==> src/rtl/pkt_write_pkg.sv <==
package pkt_write_pkg;
  typedef struct packed {
    logic wrEnable;   // current strobe carries a valid word
    logic endStep;    // counter is on the masked trailing step
  } ctlStrobes_t;
endpackage

==> src/rtl/pkt_write_ctl.sv <==
module pkt_write_ctl
  import pkt_write_pkg::*;
#(
  parameter int PKT_WORDS = 256
) (
  input  logic        clk,
  input  logic        rst,
  input  logic        wrStrobe,
  output ctlStrobes_t ctlOut
);
  localparam int TERM_BIT = $clog2(PKT_WORDS);
  localparam int CNT_W    = TERM_BIT + 1;
  localparam logic [CNT_W-1:0] END_VAL = CNT_W'(PKT_WORDS);

  logic [CNT_W-1:0] wordCount;

  always_ff @(posedge clk) begin
    if (rst) begin
      wordCount <= '0;
    end else if (wrStrobe) begin
      if (wordCount[TERM_BIT]) wordCount <= '0;
      else                     wordCount <= wordCount + 1'b1;
    end
  end

  always_comb begin
    ctlOut.endStep  = wordCount[TERM_BIT];
    ctlOut.wrEnable = wrStrobe & ~wordCount[TERM_BIT] & ~rst;
  end

  // after the end step the count restarts
  p_wrap_r3: assert property (@(posedge clk) disable iff (rst)
    (wrStrobe && wordCount == END_VAL) |=> (wordCount == '0));
  // idle clocks hold the count
  p_hold_r5: assert property (@(posedge clk) disable iff (rst)
    !wrStrobe |=> $stable(wordCount));
  // count never exceeds the end step, and it advances on valid words
  p_range_r2: assert property (@(posedge clk) disable iff (rst)
    wordCount <= END_VAL);
  p_step_r2: assert property (@(posedge clk) disable iff (rst)
    (wrStrobe && wordCount < END_VAL) |=> (wordCount == $past(wordCount) + 1'b1));
  // reset clears the count
  p_clear_r8: assert property (@(posedge clk)
    rst |=> (wordCount == '0));
endmodule

==> src/rtl/pkt_write_dp.sv <==
module pkt_write_dp
  import pkt_write_pkg::*;
#(
  parameter int WORD_W     = 16,
  parameter int PKT_WORDS  = 256,
  parameter int FIFO_DEPTH = 4096
) (
  input  logic                            clk,
  input  logic                            rst,
  input  ctlStrobes_t                     ctlIn,
  input  logic [WORD_W-1:0]               wrData,
  input  logic [$clog2(FIFO_DEPTH+1)-1:0] fifoLevel,
  output logic                            fifoWrReq,
  output logic [WORD_W-1:0]               fifoWrData,
  output logic                            haveSpace
);
  localparam int LVL_W  = $clog2(FIFO_DEPTH + 1);
  localparam int FREE_W = LVL_W + 1;
  localparam logic [FREE_W-1:0] DEPTH_V = FREE_W'(FIFO_DEPTH);
  localparam logic [FREE_W-1:0] PKT_V   = FREE_W'(PKT_WORDS);

  logic [FREE_W-1:0] freeWords;
  logic              roomNow;

  always_comb begin
    freeWords  = DEPTH_V - FREE_W'(fifoLevel);
    roomNow    = (fifoLevel <= LVL_W'(FIFO_DEPTH)) && (freeWords >= PKT_V);
    fifoWrReq  = ctlIn.wrEnable;
    fifoWrData = wrData;
  end

  always_ff @(posedge clk) begin
    if (rst) haveSpace <= 1'b0;
    else     haveSpace <= roomNow;
  end

  // no write request on the trailing step
  p_mask_r3: assert property (@(posedge clk) disable iff (rst)
    ctlIn.endStep |-> !fifoWrReq);
  // reset forces the flag low on the following clock
  p_reset_r1: assert property (@(posedge clk)
    rst |=> !haveSpace);
  // a full FIFO never reports room
  p_full_r7: assert property (@(posedge clk) disable iff (rst)
    (fifoLevel == LVL_W'(FIFO_DEPTH)) |=> !haveSpace);
endmodule

==> src/rtl/pkt_write_rx.sv <==
module pkt_write_rx
  import pkt_write_pkg::*;
#(
  parameter int WORD_W     = 16,
  parameter int PKT_WORDS  = 256,
  parameter int FIFO_DEPTH = 4096,
  localparam int LVL_W     = $clog2(FIFO_DEPTH + 1)
) (
  input  logic              clk,
  input  logic              rst,
  input  logic              wrStrobe,
  input  logic [WORD_W-1:0] wrData,
  input  logic [LVL_W-1:0]  fifoLevel,
  output logic              fifoWrReq,
  output logic [WORD_W-1:0] fifoWrData,
  output logic              haveSpace
);
  ctlStrobes_t ctlBus;

  pkt_write_ctl #(.PKT_WORDS(PKT_WORDS)) u_ctl (
    .clk(clk), .rst(rst), .wrStrobe(wrStrobe), .ctlOut(ctlBus)
  );

  pkt_write_dp #(.WORD_W(WORD_W), .PKT_WORDS(PKT_WORDS), .FIFO_DEPTH(FIFO_DEPTH)) u_dp (
    .clk(clk), .rst(rst), .ctlIn(ctlBus), .wrData(wrData), .fifoLevel(fifoLevel),
    .fifoWrReq(fifoWrReq), .fifoWrData(fifoWrData), .haveSpace(haveSpace)
  );

  // a write request always has a strobe behind it, never in reset
  p_req_src_r2: assert property (@(posedge clk)
    fifoWrReq |-> (wrStrobe && !rst));
  // forwarded data tracks input data
  p_data_r4: assert property (@(posedge clk) disable iff (rst)
    fifoWrReq |-> (fifoWrData == wrData));
endmodule

==> config.mk <==
export PLATFORM = sky130hd
export DESIGN_NAME = pkt_write_rx
export DESIGN_NICKNAME = d
export VERILOG_FILES = /design/src/rtl/pkt_write_pkg.sv /design/src/rtl/pkt_write_ctl.sv /design/src/rtl/pkt_write_dp.sv /design/src/rtl/pkt_write_rx.sv
export SDC_FILE = /design/constraint.sdc
export NUM_CORES = 1
export LEC_CHECK = 0
export BUFFER_PORTS_ARGS = -buffer_cell sky130_fd_sc_hd__buf_2
export CORE_UTILIZATION = 38
export CTS_CLUSTER_DIAMETER = 60
export CTS_CLUSTER_SIZE = 40
export DETAILED_ROUTE_END_ITERATION = 8
export PLACE_DENSITY = 0.74
export SLEW_MARGIN = 25
export SYNTH_ARGS = -nofsm -noshare
export SYNTH_HDL_FRONTEND = slang
export SYNTH_SLANG_ARGS = --single-unit
==> constraint.sdc <==
create_clock -name clk -period 1.7 [get_ports clk]
set_input_delay 0.34 -clock clk [delete_from_list [all_inputs] [get_ports clk]]
set_output_delay 0.34 -clock clk [all_outputs]
set_load 0.05 [all_outputs]
==> flow_summary.yaml, run 1 <==
grt:
  grt_start_max_net_pins: 12
  grt_pass1_wl_um: 1970
  grt_pass1_vias: 502
  grt_usage_pct: 14.2
  grt_antenna_before_repair: 0
  overflow: 0
placed_design:
  place.detailed.instances: 92
  pre_cts_slack_ps: 217
  hpwl_um: 884
  port_buffers: 17
  gp_congestion: 0.785
  placed_area_um2: 613
route:
  first_pass_iters: 4
  drtIter0Drc: 8
  vias: 540
  wl_um: 1180
  ant_nets: 0
  viasPerCell: 5.68
  wl_per_cell_um: 12.4
  remaining_drc_errors: 0
critical_path:
  crit_arrival_ps: 1260
  max_stage_delay_ps: 520
  worst_ep_required_time_ps: 1360
  worstSetupPathType: "reg2out"
  crit_chain: "nand2b_4 > nor2_1 > buf_2"
  crit_slowest_cell: "dfxtp_1"
  path_max_fanout: 9
  crit_path_start_kind: "flop"
  worst_setup_path_end_kind: "primary output"
synthesis:
  yosysTopAreaCell: "dfxtp_1"
  yosys_register_bits: 10
  ys_top_cells_by_area: "dfxtp_1 (31%), buf_4 (19%), a21oi_1 (7.0%)"
  async_flop_share_pct: 0
  synth_ff_type: "dfxtp_1"
  synthCells: 78
  ys_types: 28
  synth_most_common_cell: "buf_4"
  seq_area_frac_synth_pct: 31.2
  synth_common_cells: "buf_4 (16), dfxtp_1 (10), a21oi_1 (9)"
  synth-edff-count: 0
  synth_area_um2: 642
  ys_warn_count: 0
  synth_area_per_cell_um2: 8.23
  synth_fp_nets: 111
  synth_top_area_share_pct: 31.2
layout:
  final_nets: 114
  syn_to_final_growth_pct: -0.975
  drive_above_1_share_pct: 31.6
  nFillCells: 167
  diodes: 0
  finalInstanceArea_um2: 636
  finalNonFillerCells: 95
cts:
  postCtsSetupRepairBufs: 0
  cts_buffers: 3
  cts_sinks: 10
  clk_pin_slew_ps: 60
  htree_levels: 1
  ctsResizeCount: 0
  cts-hold-fix-buffers: 0
  cts_max_path_buffers: 2
  cts_tree: "built"
  cts_root_buffer: "clkbuf_4"
  clk_latency_ps: 270
run_status:
  status: "finished clean"
sta:
  setup_tns_ps: 0
  fin_hold_ws_ps: 232
  finalSetupViolCount: 0
  drv_slew: 0
  worst_slack_ps: 97.8
  finClkSkew_ps: 7.43
  hold_viol: 0
  fmax_mhz: 624
  post-route-min-period_ps: 1600
  worstMarginPinSlew_ps: 331
  slew_headroom_pct: 77.9
  rsz0062_at_grt: "false"
  fin_crit_sh_pct: 94.2
power_and_ir_drop:
  pwr-share-seq_pct: 53.4
  p_per_area_nw_per_um2: 724
  comb_power_share_pct: 12.0
  p_leak_nw: 0.224
  internal_power_uw: 345
  p_sw_share_pct: 25.1
  switchingPower_uw: 116
  pwr-share-clk_pct: 34.6
  ir_worst_vdd_uv: 395
flow_run:
  cap_violations: 0
die:
  fp.dieH_um: 43.1
  die_x_um: 43.1
  row_count: 14
  ios: 50
  core_um2: 1540
  start_util_pct: 41.6
  die_area_um2: 1860
worst_hold_path:
  hold_class: "in2reg"
==> power by group through the flow <==
stage | clock, mW | sequential, mW | combinational, mW
CTS | 0.164 | 0.246 | 0.0558
global placement | 0 | 0.250 | 0.0540
detailed placement | 0 | 0.251 | 0.0558
finish | 0.159 | 0.246 | 0.0555
global route | 0.177 | 0.247 | 0.0596
floorplan | 0 | 0.255 | 0.128
==> per-layer routing <==
layer	global-route usage, %	up-vias	share of wire [%]
met1	15.5	250	43
met4	4.85	0	0.94
met3	7.66	4	8.0
met5	0	-	0
met2	23.0	17	48
li1	-	269	-
==> state kept, by name (all words and copies together), names as in the netlist <==
signal           count
u_dp.haveSpace       1
u_ctl.wordCount      9
==> layout make-up <==
type,instances,area [µm²],share of cell area (%)
clock buffers,3,22.5,3.54
inverters,1,3.75,0.591
multi-input cells,48,304,47.8
flip-flops and latches,10,200,31.5
well taps,16,20.0,3.15
repair buffers,17,85.1,13.4
==> worst max-delay path: cells and delay by family (launching register included) <==
kind                   cells  cell delay (ps)
buffers and inverters      1              210
DFF                        1              520
and+or+nand+nor            2              260
==> through the flow <==
stage	power, mW	util [%]
global placement	0.304	39.8
detailed placement	0.307	39.8
floorplan	0.383	-
CTS	0.465	41.2
global route	0.483	41.2
finish	0.460	41.2
==> placed cells by master (no fill, tap or decap) <==
| master | synthesis | final |
|---|---|---|
| nor3b_1 | 1 | 1 |
| nand3b_1 | 2 | 2 |
| or2b_1 | 1 | 1 |
| o211ai_1 | 2 | 2 |
| nand4_1 | 1 | 1 |
| o21ai_0 | 2 | 2 |
| or4_4 | 1 | 1 |
| o31ai_1 | 1 | 1 |
| nand2_1 | 7 | 7 |
| nand3_1 | 4 | 4 |
| nand3_2 | 1 | 1 |
| or3_1 | 1 | 1 |
| or4_1 | 3 | 3 |
| nand2b_4 | 1 | 1 |
| a21o_1 | 1 | 1 |
| ha_1 | 1 | 1 |
| nor2_1 | 2 | 2 |
| buf_2 | 2 | 17 |
| nor4_1 | 2 | 2 |
| clkbuf_4 | 0 | 3 |
| inv_1 | 1 | 1 |
| nor3_1 | 1 | 1 |
| a21oi_1 | 9 | 9 |
| a221oi_2 | 1 | 1 |
| or3_2 | 1 | 1 |
| a31oi_1 | 2 | 2 |
| dfxtp_1 | 10 | 10 |
==> cells by family (layout without fill, tap and decap cells) <==
kind of cell,count (synthesis),after routing,share of synthesized area [%]
AND/OR/NAND/NOR,29,29,27.9
buffers and inverters,20,21,21.4
AO/OA/AOI/OAI,18,18,17.5
flip-flops,10,10,31.2
adder cells (fa/ha/maj),1,1,1.95
==> final timing paths <==
| path | startpoint | end | slack (ps) | cells past startpoint |
|---|---|---|---|---|
| hold reg to reg | u_ctl.wordCount[7] | u_ctl.wordCount[7] | 510 | 2 |
| setup / recovery | u_ctl.wordCount[8] | fifoWrReq | 100 | 3 |
| setup reg to reg | u_ctl.wordCount[0] | u_ctl.wordCount[8] | 200 | 4 |
| hold / removal | fifoLevel[12] | u_dp.haveSpace | 230 | 2 |
Power figures use the tool's default switching activity.
==> run 2, diff against run 1 <==
--- a/config.mk
+++ b/config.mk
@@ -11,7 +11,8 @@
 export CTS_CLUSTER_SIZE = 40
 export DETAILED_ROUTE_END_ITERATION = 8
 export PLACE_DENSITY = 0.74
-export SLEW_MARGIN = 25
+export SETUP_SLACK_MARGIN = 0.15
+export SLEW_MARGIN = 10
 export SYNTH_ARGS = -nofsm -noshare
 export SYNTH_HDL_FRONTEND = slang
 export SYNTH_SLANG_ARGS = --single-unit
==> flow_summary.yaml, run 2 (synthesis results as in run 1) <==
run_status:
  status: "finished clean"
route:
  first_pass_iters: 4
  wl_um: 1180
  viasPerCell: 5.87
  ant_nets: 0
  drtIter0Drc: 16
  remaining_drc_errors: 0
  vias: 558
  wl_per_cell_um: 12.5
layout:
  drive_above_1_share_pct: 38.0
  regArea_um2: 204
  diodes: 0
  top_register: "u_ctl.wordCount"
  multiInputGateArea_um2: 309
  syn_to_final_growth_pct: 0.390
  reg_top3: "u_ctl.wordCount x9, u_dp.haveSpace x1"
  nFillCells: 164
  largest_reg_flops: 9
  final_common_cell: "buf_2"
  final_cell_mix: "buf_2 (17), a21oi_1 (9), nand2_1 (7), dfxtp_1 (7), nand3_1 (4)"
  final_nets: 114
sta:
  setup_tns_ps: 0
  rsz0062_at_grt: "false"
  fin_hold_ws_ps: 230
  post-route-min-period_ps: 1490
  worstMarginPinSlew_ps: 269
  hold_viol: 0
  fin_crit_sh_pct: 87.9
  fmax_mhz: 669
  drv_slew: 0
  finClkSkew_ps: 3.07
  finalSetupViolCount: 0
  slew_headroom_pct: 81.9
grt:
  grt_start_max_net_pins: 12
  grt_antenna_before_repair: 0
  grt_pass1_vias: 528
  grt_usage_pct: 14.0
  grt_pass1_wl_um: 2000
  overflow: 0
cts:
  postCtsSetupRepairBufs: 0
  htree_levels: 1
  cts-hold-fix-buffers: 0
  cts_buffers: 3
  cts_max_path_buffers: 2
  cts_root_buffer: "clkbuf_4"
  cts_sinks: 10
  clk_pin_slew_ps: 70
  cts_tree: "built"
  clk_latency_ps: 260
power_and_ir_drop:
  comb_power_share_pct: 12.0
  switchingPower_uw: 119
  ir_worst_vdd_uv: 380
  p_per_area_nw_per_um2: 721
  pwr-share-clk_pct: 35.0
  pwr-share-seq_pct: 53.0
  report.power.total_uw: 465
  p_leak_nw: 0.222
  internal_power_uw: 346
  p_sw_share_pct: 25.6
critical_path:
  timing.rr.start: "u_ctl.wordCount[2]"
  worst_ep_required_time_ps: 1360
  path_max_fanout: 9
  crit_chain: "nand2b_4 > nor2_2 > buf_2"
  worst_setup_path_end_kind: "primary output"
  worst-r2r-cell-count: 3
  critical_path.endpoint: "fifoWrReq"
  rrSetupSlack_ps: 250
  worstSetupPathType: "reg2out"
  crit_path_start_kind: "flop"
  startpoint: "u_ctl.wordCount[8]"
  crit_arrival_ps: 1150
  r2r-end: "u_ctl.wordCount[7]"
  crit_slowest_cell: "dfxtp_2"
  max_stage_delay_ps: 380
die:
  die_area_um2: 1860
  fp.dieH_um: 43.1
  die_x_um: 43.1
  row_count: 14
  ios: 50
  start_util_pct: 41.6
  core_um2: 1540
placed_design:
  gp_congestion: 0.768
  hpwl_um: 888
  port_buffers: 17
flow_run:
  cap_violations: 0
worst_hold_path:
  hold_class: "in2reg"
==> run 2: cell counts in the layout (fill, tap and decap cells not counted) <==
No cell type changed its count.
==> run 2: how the worst min path moves through the flow <==
stage / start / to / cells past startpoint
floorplan: rst / u_ctl.wordCount[7] / 1
global route: fifoLevel[12] / u_dp.haveSpace / 2
CTS: fifoLevel[12] / u_dp.haveSpace / 2
global placement: u_ctl.wordCount[7] / u_ctl.wordCount[7] / 2
finish: fifoLevel[12] / u_dp.haveSpace / 2
detailed placement: fifoLevel[12] / u_dp.haveSpace / 2
==> run 2: power by group through the flow <==
stage               sequential [mW]  combinational (mW)  clock [mW]
floorplan                     0.255               0.129           0
global placement              0.250              0.0541           0
detailed placement            0.251              0.0559           0
CTS                           0.245              0.0560       0.166
global route                  0.247              0.0613       0.178
finish                        0.246              0.0558       0.163
==> run 2: cell type report <==
class	instances	share of cell area (%)
inverters	1	0.583
flip-flops and latches	10	31.7
repair buffers	17	13.2
multi-input cells	48	48.0
clock buffers	3	3.50
well taps	16	3.11
==> run 2: timing repair <==
| action | in CTS | in global routing |
|---|---|---|
| endpoints found under the setup margin | 1 | 2 |
| gates resized for setup | 1 | 3 |
| cloned | 0 | 0 |
==> run 2: through the flow <==
| stage | util, % | instances | cell area, µm² | setup slack [ps] |
|---|---|---|---|---|
| 6_report | 41.8 | 95 | 644 | 206 |
| 5_1_grt | 41.8 | 95 | 644 | 163 |
| 4_1_cts | 41.5 | 95 | 639 | 192 |
| 3_5_place_dp | 39.9 | 92 | 616 | 226 |
| 3_3_place_gp | 39.9 | 92 | 616 | 269 |
| 2_1_floorplan | - | 78 | 644 | 312 |
==> run 2: per-layer routing <==
metal / part of all wire (%) / GRT usage, % / routed length [µm] / vias up
met2: 48 / 23.3 / 573 / 29
met3: 9.6 / 2.98 / 114 / 4
met4: 0.93 / 10.3 / 11 / 0
met1: 41 / 15.3 / 485 / 256
met5: 0 / 0 / 0 / -
li1: - / - / - / 269
==> run 2: critical path: cells and delay by family (launching register included) <==
kind	cells	cell delay [ps]
buffers and inverters	1	260
flip-flops	1	380
AND/OR/NAND/NOR	2	260
